==> src/rtl/xcvr_pkg.sv <==
package xcvr_pkg;
  typedef enum logic {
    OE_HIGH = 1'b0,
    OE_LOW  = 1'b1
  } oe_pol_e;
endpackage

==> src/rtl/xcvr_rst_sync.sv <==
module xcvr_rst_sync #(
  parameter int STAGES = 2
) (
  input  logic clk,
  input  logic rst_n,
  output logic rst_n_sync
);
  logic [STAGES-1:0] sync_q;
  logic [STAGES-1:0] sync_d;

  always_comb begin
    sync_d = {sync_q[STAGES-2:0], 1'b1};
  end

  always_ff @(posedge clk or negedge rst_n) begin
    if (!rst_n) sync_q <= '0;
    else        sync_q <= sync_d;
  end

  assign rst_n_sync = sync_q[STAGES-1];
endmodule

==> src/rtl/xcvr_bus_hold.sv <==
module xcvr_bus_hold #(
  parameter int WIDTH  = 18,
  parameter bit ENABLE = 1'b1
) (
  input  logic             clk,
  input  logic             rst_n,
  input  logic [WIDTH-1:0] pin,
  input  logic [WIDTH-1:0] drv,
  output logic [WIDTH-1:0] eff
);
  generate
    if (ENABLE) begin : g_hold
      logic [WIDTH-1:0] hold_q;
      logic [WIDTH-1:0] hold_d;
      for (genvar i = 0; i < WIDTH; i++) begin : g_bit
        always_comb begin
          hold_d[i] = drv[i] ? pin[i] : hold_q[i];
        end
        always_ff @(posedge clk or negedge rst_n) begin
          if (!rst_n) hold_q[i] <= 1'b0;
          else        hold_q[i] <= hold_d[i];
        end
        assign eff[i] = drv[i] ? pin[i] : hold_q[i];
      end
    end else begin : g_plain
      logic unused_clk;
      assign unused_clk = clk ^ rst_n;
      assign eff = pin & drv;
    end
  endgenerate
endmodule

==> src/rtl/xcvr_lane.sv <==
module xcvr_lane
  import xcvr_pkg::*;
#(
  parameter int      WIDTH  = 18,
  parameter oe_pol_e OE_POL = OE_HIGH
) (
  input  logic             clk,
  input  logic             rst_n,
  input  logic [WIDTH-1:0] din,
  input  logic             oe_ctl,
  input  logic             le,
  input  logic             cap_clk,
  output logic [WIDTH-1:0] dout,
  output logic             oe
);
  logic             cap_clk_q;
  logic             cap_rise;
  logic             store_en;
  logic [WIDTH-1:0] store_q;
  logic [WIDTH-1:0] store_d;
  logic             oe_act;

  // Edge detector: armed high at reset so a clock already high causes no load.
  always_ff @(posedge clk or negedge rst_n) begin
    if (!rst_n) cap_clk_q <= 1'b1;
    else        cap_clk_q <= cap_clk;
  end

  always_comb begin
    cap_rise = cap_clk & ~cap_clk_q;
    store_en = le | cap_rise;
    store_d  = store_en ? din : store_q;
  end

  always_ff @(posedge clk or negedge rst_n) begin
    if (!rst_n) store_q <= '0;
    else        store_q <= store_d;
  end

  generate
    if (OE_POL == OE_HIGH) begin : g_oe_hi
      assign oe_act = oe_ctl;
    end else begin : g_oe_lo
      assign oe_act = ~oe_ctl;
    end
  endgenerate

  always_comb begin
    oe   = oe_act;
    dout = '0;
    if (oe_act) dout = le ? din : store_q;
  end
endmodule

==> src/rtl/bidir_reg_xcvr.sv <==
module bidir_reg_xcvr
  import xcvr_pkg::*;
#(
  parameter int WIDTH      = 18,
  parameter bit BUS_HOLD   = 1'b1,
  parameter int RST_STAGES = 2
) (
  input  logic             clk,
  input  logic             rst_n,
  input  logic [WIDTH-1:0] a_in,
  input  logic [WIDTH-1:0] a_drv,
  output logic [WIDTH-1:0] a_out,
  output logic             a_oe,
  input  logic [WIDTH-1:0] b_in,
  input  logic [WIDTH-1:0] b_drv,
  output logic [WIDTH-1:0] b_out,
  output logic             b_oe,
  input  logic             ab_oe,
  input  logic             ab_le,
  input  logic             ab_clk,
  input  logic             ba_oe_n,
  input  logic             ba_le,
  input  logic             ba_clk
);
  logic             rst_n_sync;
  logic [WIDTH-1:0] a_eff;
  logic [WIDTH-1:0] b_eff;

  xcvr_rst_sync #(.STAGES(RST_STAGES)) u_rst (
    .clk(clk), .rst_n(rst_n), .rst_n_sync(rst_n_sync)
  );

  xcvr_bus_hold #(.WIDTH(WIDTH), .ENABLE(BUS_HOLD)) u_hold_a (
    .clk(clk), .rst_n(rst_n_sync), .pin(a_in), .drv(a_drv), .eff(a_eff)
  );

  xcvr_bus_hold #(.WIDTH(WIDTH), .ENABLE(BUS_HOLD)) u_hold_b (
    .clk(clk), .rst_n(rst_n_sync), .pin(b_in), .drv(b_drv), .eff(b_eff)
  );

  xcvr_lane #(.WIDTH(WIDTH), .OE_POL(OE_HIGH)) u_lane_ab (
    .clk(clk), .rst_n(rst_n_sync), .din(a_eff), .oe_ctl(ab_oe),
    .le(ab_le), .cap_clk(ab_clk), .dout(b_out), .oe(b_oe)
  );

  xcvr_lane #(.WIDTH(WIDTH), .OE_POL(OE_LOW)) u_lane_ba (
    .clk(clk), .rst_n(rst_n_sync), .din(b_eff), .oe_ctl(ba_oe_n),
    .le(ba_le), .cap_clk(ba_clk), .dout(a_out), .oe(a_oe)
  );
endmodule

==> config.mk <==
export PLATFORM = sky130hd
export DESIGN_NAME = bidir_reg_xcvr
export DESIGN_NICKNAME = d
export VERILOG_FILES = /design/src/rtl/xcvr_pkg.sv /design/src/rtl/xcvr_rst_sync.sv /design/src/rtl/xcvr_bus_hold.sv /design/src/rtl/xcvr_lane.sv /design/src/rtl/bidir_reg_xcvr.sv
export SDC_FILE = /design/constraint.sdc
export NUM_CORES = 1
export LEC_CHECK = 0
export BUFFER_PORTS_ARGS = -buffer_cell sky130_fd_sc_hd__buf_4
export CAP_MARGIN = 10
export CORE_MARGIN = 2
export CORE_UTILIZATION = 56
export CTS_BUF_LIST = sky130_fd_sc_hd__clkbuf_4 sky130_fd_sc_hd__clkbuf_8
export CTS_CLUSTER_SIZE = 8
export DETAILED_ROUTE_END_ITERATION = 8
export PLACE_DENSITY = 0.88
export SYNTH_ARGS = -nofsm -noshare
export SYNTH_HDL_FRONTEND = slang
export SYNTH_SLANG_ARGS = --single-unit
==> constraint.sdc <==
create_clock -name clk -period 5.2 [get_ports clk]
set_input_delay 0.78 -clock clk [delete_from_list [all_inputs] [get_ports clk]]
set_output_delay 0.78 -clock clk [all_outputs]
set_load 0.1 [all_outputs]
## Word level (Yosys, flattened, before mapping)

Index checks and enable logic that the tools add are counted.
W data, S select, Z words.

- Register bits: 76
- Input bits: 80
- Output and inout port bits: 38
- Logic and storage cells: 88

- Muxes and demuxes: 40
- Bitwise logic cells: 7

Operator list:

| kind | number |
|---|---|
| $mux W18 | 4 |
| $mux W1 | 36 |
| $not A1 Y1 | 3 |
| $and A1 B1 Y1 | 2 |
| $or A1 B1 Y1 | 2 |

## Depth between registers and ports, before layout

Gate-level depths: netlist of the first run.

- Depth in word-level cells: 3
- Mapped depth: 4

## Cells and area by module

From an unflattened synthesis of the first run, not the netlist that was laid out.

- Cells, all modules: 236
- Area, all modules: 3,609.7 um2

Modules (own cells, without submodules):

| module | times used | cells each | area an instance (um2) | sequential area each (um2) |
|---|---|---|---|---|
| xcvr_bus_hold | 2 | 36 | 720.7 | 450.4 |
| xcvr_lane (u_lane_ab) | 1 | 80 | 1,079.8 | 476.7 |
| xcvr_lane (u_lane_ba) | 1 | 81 | 1,034.7 | 476.7 |
| xcvr_rst_sync | 1 | 3 | 53.8 | 50.0 |

## Worst setup path before layout of the first run

No wires, ideal clock.

- Path kind: input -> output
- Start: in ab_le
- End: out b_out[15]
- Arrival: 2.745 ns
- Data required time: 4.420 ns
- Slack: 1.675 ns
- Cell stages on the path: 4
- Cells stage by stage: buf_6 -> clkbuf_1 -> o21ai_0 -> a21oi_1

- Cells in the longest elaborated chain, start to end: 2

RTL lines:

| item | RTL line | text |
|---|---|---|
| start, declared | bidir_reg_xcvr.sv:19 | `input logic ab_le,` |
| $mux W18 (2 in a row) | xcvr_lane.sv:51 | `if (oe_act) dout = le ? din : store_q;` |
| end, declared | bidir_reg_xcvr.sv:16 | `output logic [WIDTH-1:0] b_out,` |

No other way between the ends.

## Worst setup path in the final report of the first run

- Start: in ab_le
- End: out b_out[1]

The elaborated chain is that of the path after synthesis.

==> flow_summary.ini, run 1 <==
[critical_path]
cp.required_ps = 4420
critical_path_class = primary input to primary output
end_kind = primary output
rr_startpoint = u_lane_ba.cap_clk_q
r2r_slack_ps = 3500
r2r_end = u_lane_ba.store_q[6]
start_kind = primary input
cp.arrival_ps = 1750
reg2reg_depth = 3
crit_fanout = 37

[final_layout]
multiInputGateArea_um2 = 1310
fin_cells = 452
areaGrowthSynthToFinish_pct = 33.1
drive_above_1_share_pct = 55.7
fillers = 414
nNetsFinal = 452
diodes = 0
seqCellArea_um2 = 1910

[placed_design]
dp_hpwl_um = 4770
port_buffers = 117
post-place-ws_ps = 2700
place.gp.congestion = 0.750
placed_cells = 436

[clocking]
root_buffer = clkbuf_8
cts_tree = built
post_cts_resized = 0
hold_buffers = 0
cts_max_level = 3
cts_buffers = 9
insertion_delay_ps = 320
clock_path_buffers = 2
clkSinkCount = 76
clk_pin_slew_worst_paths_ps = 80
postCtsSetupBuffers = 0

[synthesis]
syn_inst = 256
synth.distinct_cells = 15
synth_edf_count = 0
synthTopCellsByArea = dfrtp_1, mux2_2, mux2i_1
yosysMostFrequentCell = dfrtp_1
syn-cell-area_um2 = 3390
async_flop_share_pct = 100
ys.flop_type = dfrtp_1
synth_nets = 336
avgSynthCellArea_um2 = 13.2
synth_warnings = 0
yosysTopAreaCellShare_pct = 54.7
yosysSeqAreaShare_pct = 56.2
ys_ff_latch = 76
yosys-top-cells-count = dfrtp_1, mux2_2, inv_1
synth.largest_area_cell = dfrtp_1

[worst_hold_path]
hold_path.class = primary input to async pin

[die]
core_um2 = 5890
dieArea_um2 = 6690
start_util_pct = 57.5
ioPinCount = 118
die_h_um = 81.8
row_count = 28
die_w_um = 81.8

[grt]
grtUsageTotal_pct = 20.4
overflow = 0
grt_max_degree = 75
antenna_found_initial = 0
grt_first_pass_wirelength_um = 10300
grt_pass1_vias = 2267

[power_and_ir_drop]
p_leak_uw = 0.00221
internal-power_uw = 1130
pwr-share-seq_pct = 41.7
total_power_uw = 1680
pwr-share-comb_pct = 27.8
p_switching_uw = 550
power_density_nw_per_um2 = 373
p_sw_share_pct = 32.7
peakVddDrop_mv = 0.251
p_clk_share_pct = 30.5

[sta]
hold_viol = 0
worst_pin_slew_ps = 916
fmax_ghz = 0.395
layout_min_cycle_time_ps = 2530
maxSlewHeadroom_pct = 39.0
setup-tns-final_ps = 0
fin_skew_ps = 7.74
finalSetupViolations = 0
setup_slack_ps = 2670
fin_crit_sh_pct = 48.6
drv_slew = 0
rsz0062_at_grt = false

[route]
post_drt_via_cell_ratio = 5.15
drc = 0
drt_iter0_drc = 110
ant_nets = 0
first_pass_iters = 4
num_vias = 2327
wirelength_um = 6740
wl_per_cell_um = 14.9

[outcome]
status = complete, no violations

[job]
maxCapViolCount = 0
-- through the flow --
| step | utilization, % | area [µm²] | hold slack [ps] |
|---|---|---|---|
| after detailed placement | 72.6 | 4270 | 336 |
| after CTS | 76.6 | 4510 | 207 |
| after floorplan | - | 3390 | 331 |
| after global routing | 76.6 | 4510 | 201 |
| final | 76.6 | 4510 | 219 |
| after global placement | 72.6 | 4270 | 336 |
-- worst max-delay path by stage --
stage,from,endpoint,slack (ps),cells past startpoint
2_1_floorplan,ab_le,b_out[15],1680,4
4_1_cts,ab_le,b_out[1],2680,4
5_1_grt,ab_le,b_out[4],2590,4
3_3_place_gp,ab_le,b_out[1],2720,4
3_5_place_dp,ab_le,b_out[15],2700,4
6_report,ab_le,b_out[1],2670,4
-- power groups by stage --
stage               clock network (µW)  registers [µW]  logic (µW)
detailed placement                   0             714         470
CTS                                521             703         472
floorplan                            0             700         360
finish                             513             702         468
global placement                     0             709         461
global route                       549             711         492
-- sequential cells by signal, summed over array words and instances, names as in the netlist --
signal / flops
u_hold_a.g_hold.hold_q: 18
u_hold_b.g_hold.hold_q: 18
u_lane_ab.store_q: 18
u_lane_ba.store_q: 18
u_rst.sync_q: 2
u_lane_ab.cap_clk_q: 1
u_lane_ba.cap_clk_q: 1
-- cells in the final DEF, fill, tap and decap left out, types with 10 or more instances in the layout --
master | Yosys | final
a21oi_1 | 18 | 18
buf_4 | 2 | 117
clkbuf_8 | 0 | 12
dfrtp_1 | 74 | 73
inv_1 | 21 | 21
mux2_2 | 62 | 62
mux2_4 | 10 | 10
mux2i_1 | 18 | 18
nor2_1 | 18 | 18
o21ai_0 | 18 | 18
-- cell families (layout without fill, tap and decap cells) --
| logic type | after synthesis | count (layout) | share of synthesized area (%) |
|---|---|---|---|
| AO/OA/AOI/OAI | 38 | 38 | 6.28 |
| AND/OR/NAND/NOR | 18 | 18 | 1.99 |
| flip-flops | 76 | 76 | 56.2 |
| buffers and inverters | 33 | 154 | 5.02 |
| other | 1 | 1 | 0.111 |
| multiplexers | 90 | 90 | 30.4 |
-- final cells by class --
cell class / count / share of cell area (%)
tap: 75 / 2.08
clock buffer: 12 / 3.66
timing repair buffer: 117 / 19.5
multi-input combinational: 147 / 29.1
clock inverter: 4 / 1.55
inverter: 21 / 1.75
sequential: 76 / 42.3
-- critical path, cell delays in order --
cell	delay [ps]
buf_4	310
o21ai_0	170
a21oi_1	160
buf_4	310
-- routing by layer --
metal	vias to the layer above	global-route usage (%)	part of all wire (%)
met4	0	6.50	0.91
met2	63	36.1	54
met5	-	0	0
met3	6	3.74	4.5
li1	1106	-	-
met1	1152	25.3	40
Power figures use the tool's default switching activity.
==> run 2, diff against run 1 <==
--- a/config.mk
+++ b/config.mk
@@ -8,11 +8,11 @@
 export BUFFER_PORTS_ARGS = -buffer_cell sky130_fd_sc_hd__buf_4
 export CAP_MARGIN = 10
 export CORE_MARGIN = 2
-export CORE_UTILIZATION = 56
+export CORE_UTILIZATION = 52
 export CTS_BUF_LIST = sky130_fd_sc_hd__clkbuf_4 sky130_fd_sc_hd__clkbuf_8
 export CTS_CLUSTER_SIZE = 8
 export DETAILED_ROUTE_END_ITERATION = 8
-export PLACE_DENSITY = 0.88
+export PLACE_DENSITY = 0.83
 export SYNTH_ARGS = -nofsm -noshare
 export SYNTH_HDL_FRONTEND = slang
 export SYNTH_SLANG_ARGS = --single-unit
==> constraint.sdc (replaced) <==
create_clock -name clk -period 2.55 [get_ports clk]
set_input_delay 0.3825 -clock clk [delete_from_list [all_inputs] [get_ports clk]]
set_output_delay 0.3825 -clock clk [all_outputs]
set_load 0.1 [all_outputs]
==> run 2 against run 1 <==
Net effect:
- sequential share of layout area fell by 0.63 points
- sequential cell count did not move
- clock power rose by 91%
- global-route usage fell by 1.1 points
- clock skew fell by 1.5 ps
- die area rose by 7.3%
- first-iteration DRC count fell by 43%
- cell count rose by 1.1%
- total power rose by 100%
- core utilization fell by 4.2 points
- critical endpoint is now a_out[15]
- largest cell class unchanged
- largest power group unchanged
- highest routed layer unchanged
==> flow_summary.ini, run 2 (same netlist as run 1, synthesis figures left out) <==
[final_layout]
stdcell_area_um2 = 4570
drive_above_1_share_pct = 58.9
layout.cells.most_common = buf_4
seqCellArea_um2 = 1910
nNetsFinal = 455
fillers = 456
areaGrowthSynthToFinish_pct = 34.9
diodes = 0
layout_common_cells = buf_4, dfrtp_1, mux2_2
multiInputGateArea_um2 = 1360
finish.utilization_pct = 72.4

[critical_path]
cp.required_ps = 2170
reg2reg_depth = 3
critical_path_class = register to primary output
rr_startpoint = u_lane_ba.cap_clk_q
cp.arrival_ps = 1440
critPathBufInv = 1
end_kind = primary output
max_stage_delay_ps = 360
crit_fanout = 3
crit_chain = mux2_2 > mux2i_1 > nor2_1 > buf_4
start_kind = register
slowest_stage = dfrtp_1
r2r_end = u_lane_ba.store_q[6]
r2r_slack_ps = 860
critPathTopFamily = multiplexers

[clocking]
cts_max_level = 3
clk_pin_slew_worst_paths_ps = 80
root_buffer = clkbuf_8
cts_buffers = 9
clkSinkCount = 76
clock_path_buffers = 2
cts_tree = built
insertion_delay_ps = 340

[grt]
grt_pass1_vias = 2527
overflow = 0
grtUsageTotal_pct = 19.3
antenna_found_initial = 0
grt_max_degree = 38
grt_first_pass_wirelength_um = 11000

[route]
drt_iter0_drc = 63
wl_per_cell_um = 14.2
wirelength_um = 6500
post_drt_via_cell_ratio = 5.03
drc = 0
first_pass_iters = 3
ant_nets = 0
num_vias = 2299

[placed_design]
port_buffers = 117
placed_area_um2 = 4340
place.gp.congestion = 0.734
dp_hpwl_um = 4740

[outcome]
status = complete, no violations

[worst_hold_path]
hold_end = u_lane_ba.cap_clk_q
min-delay-start = ba_clk
hold_depth = 1
hold_path.class = primary input to register

[sta]
maxSlewHeadroom_pct = 51.5
finalSetupViolations = 0
worst_pin_slew_ps = 726
fmax_ghz = 0.550
hold_viol = 0
fin_crit_sh_pct = 71.3
fin_skew_ps = 6.20
drv_slew = 0
layout_min_cycle_time_ps = 1820
rsz0062_at_grt = false

[die]
core_um2 = 6310
die_w_um = 84.7
start_util_pct = 53.6
dieArea_um2 = 7170
row_count = 29
die_h_um = 84.7
ioPinCount = 118

[job]
maxCapViolCount = 0

[power_and_ir_drop]
peakVddDrop_mv = 0.501
power_density_nw_per_um2 = 739
p_leak_uw = 0.00222
run 2: stage by stage:
| stage | worst slack [ps] | setup TNS (ps) | hold WS (ps) | total power, µW | std cells |
|---|---|---|---|---|---|
| floorplan | -10.5 | -62.7 | 86.9 | 2170 | 256 |
| global placement | 790 | 0 | 169 | 2400 | 440 |
| detailed placement | 774 | 0 | 168 | 2430 | 440 |
| CTS | 697 | 0 | 156 | 3410 | 457 |
| global route | 644 | 0 | 152 | 3530 | 457 |
| finish | 732 | 0 | 171 | 3380 | 457 |
run 2: worst max path at each step:
stage / startpoint / end / slack [ps] / depth (start not counted)
after global routing: u_hold_b.g_hold.hold_q[10] / a_out[10] / 640 / 4
after detailed placement: ba_le / u_lane_ba.store_q[6] / 770 / 3
after global placement: ba_le / u_lane_ba.store_q[6] / 790 / 3
after floorplan: ab_le / b_out[0] / -10 / 3
final: u_hold_b.g_hold.hold_q[15] / a_out[15] / 730 / 4
after CTS: u_hold_b.g_hold.hold_q[15] / a_out[15] / 700 / 4
run 2: timing repair:
item | 4_1_cts | 5_1_grt
hold endpoints to repair | 2 | 0
setup buffers | 0 | 0
resized for setup | 0 | 0
hold buffers | 1 | 0
run 2: per-layer routing:
layer | up-vias | GRT usage (%) | wire length, µm
met2 | 59 | 34.2 | 3440
li1 | 1106 | - | -
met5 | - | 0 | 0
met4 | 0 | 9.96 | 186
met3 | 15 | 4.13 | 260
met1 | 1119 | 21.8 | 2610
run 2: where the power goes:
group	leakage, µW	switching [µW]	total, µW	internal, µW
Clock	0.000109	433	980	547
Sequential	0.000886	63.0	1410	1350
Combinational	0.00122	643	983	341
Total	0.00222	1140	3380	2240
run 2: worst register-to-register path: stages (launching register included):
cell and delay (ps):
dfstp_2 520, inv_1 50, a21oi_4 590, mux2_2 410
run 2: cell type report:
type / count / area share [%]
clock buffer: 9 / 2.71
inverter: 21 / 1.73
timing repair buffer: 120 / 20.0
tap: 77 / 2.11
clock inverter: 7 / 2.00
sequential: 76 / 41.7
multi-input combinational: 147 / 29.7
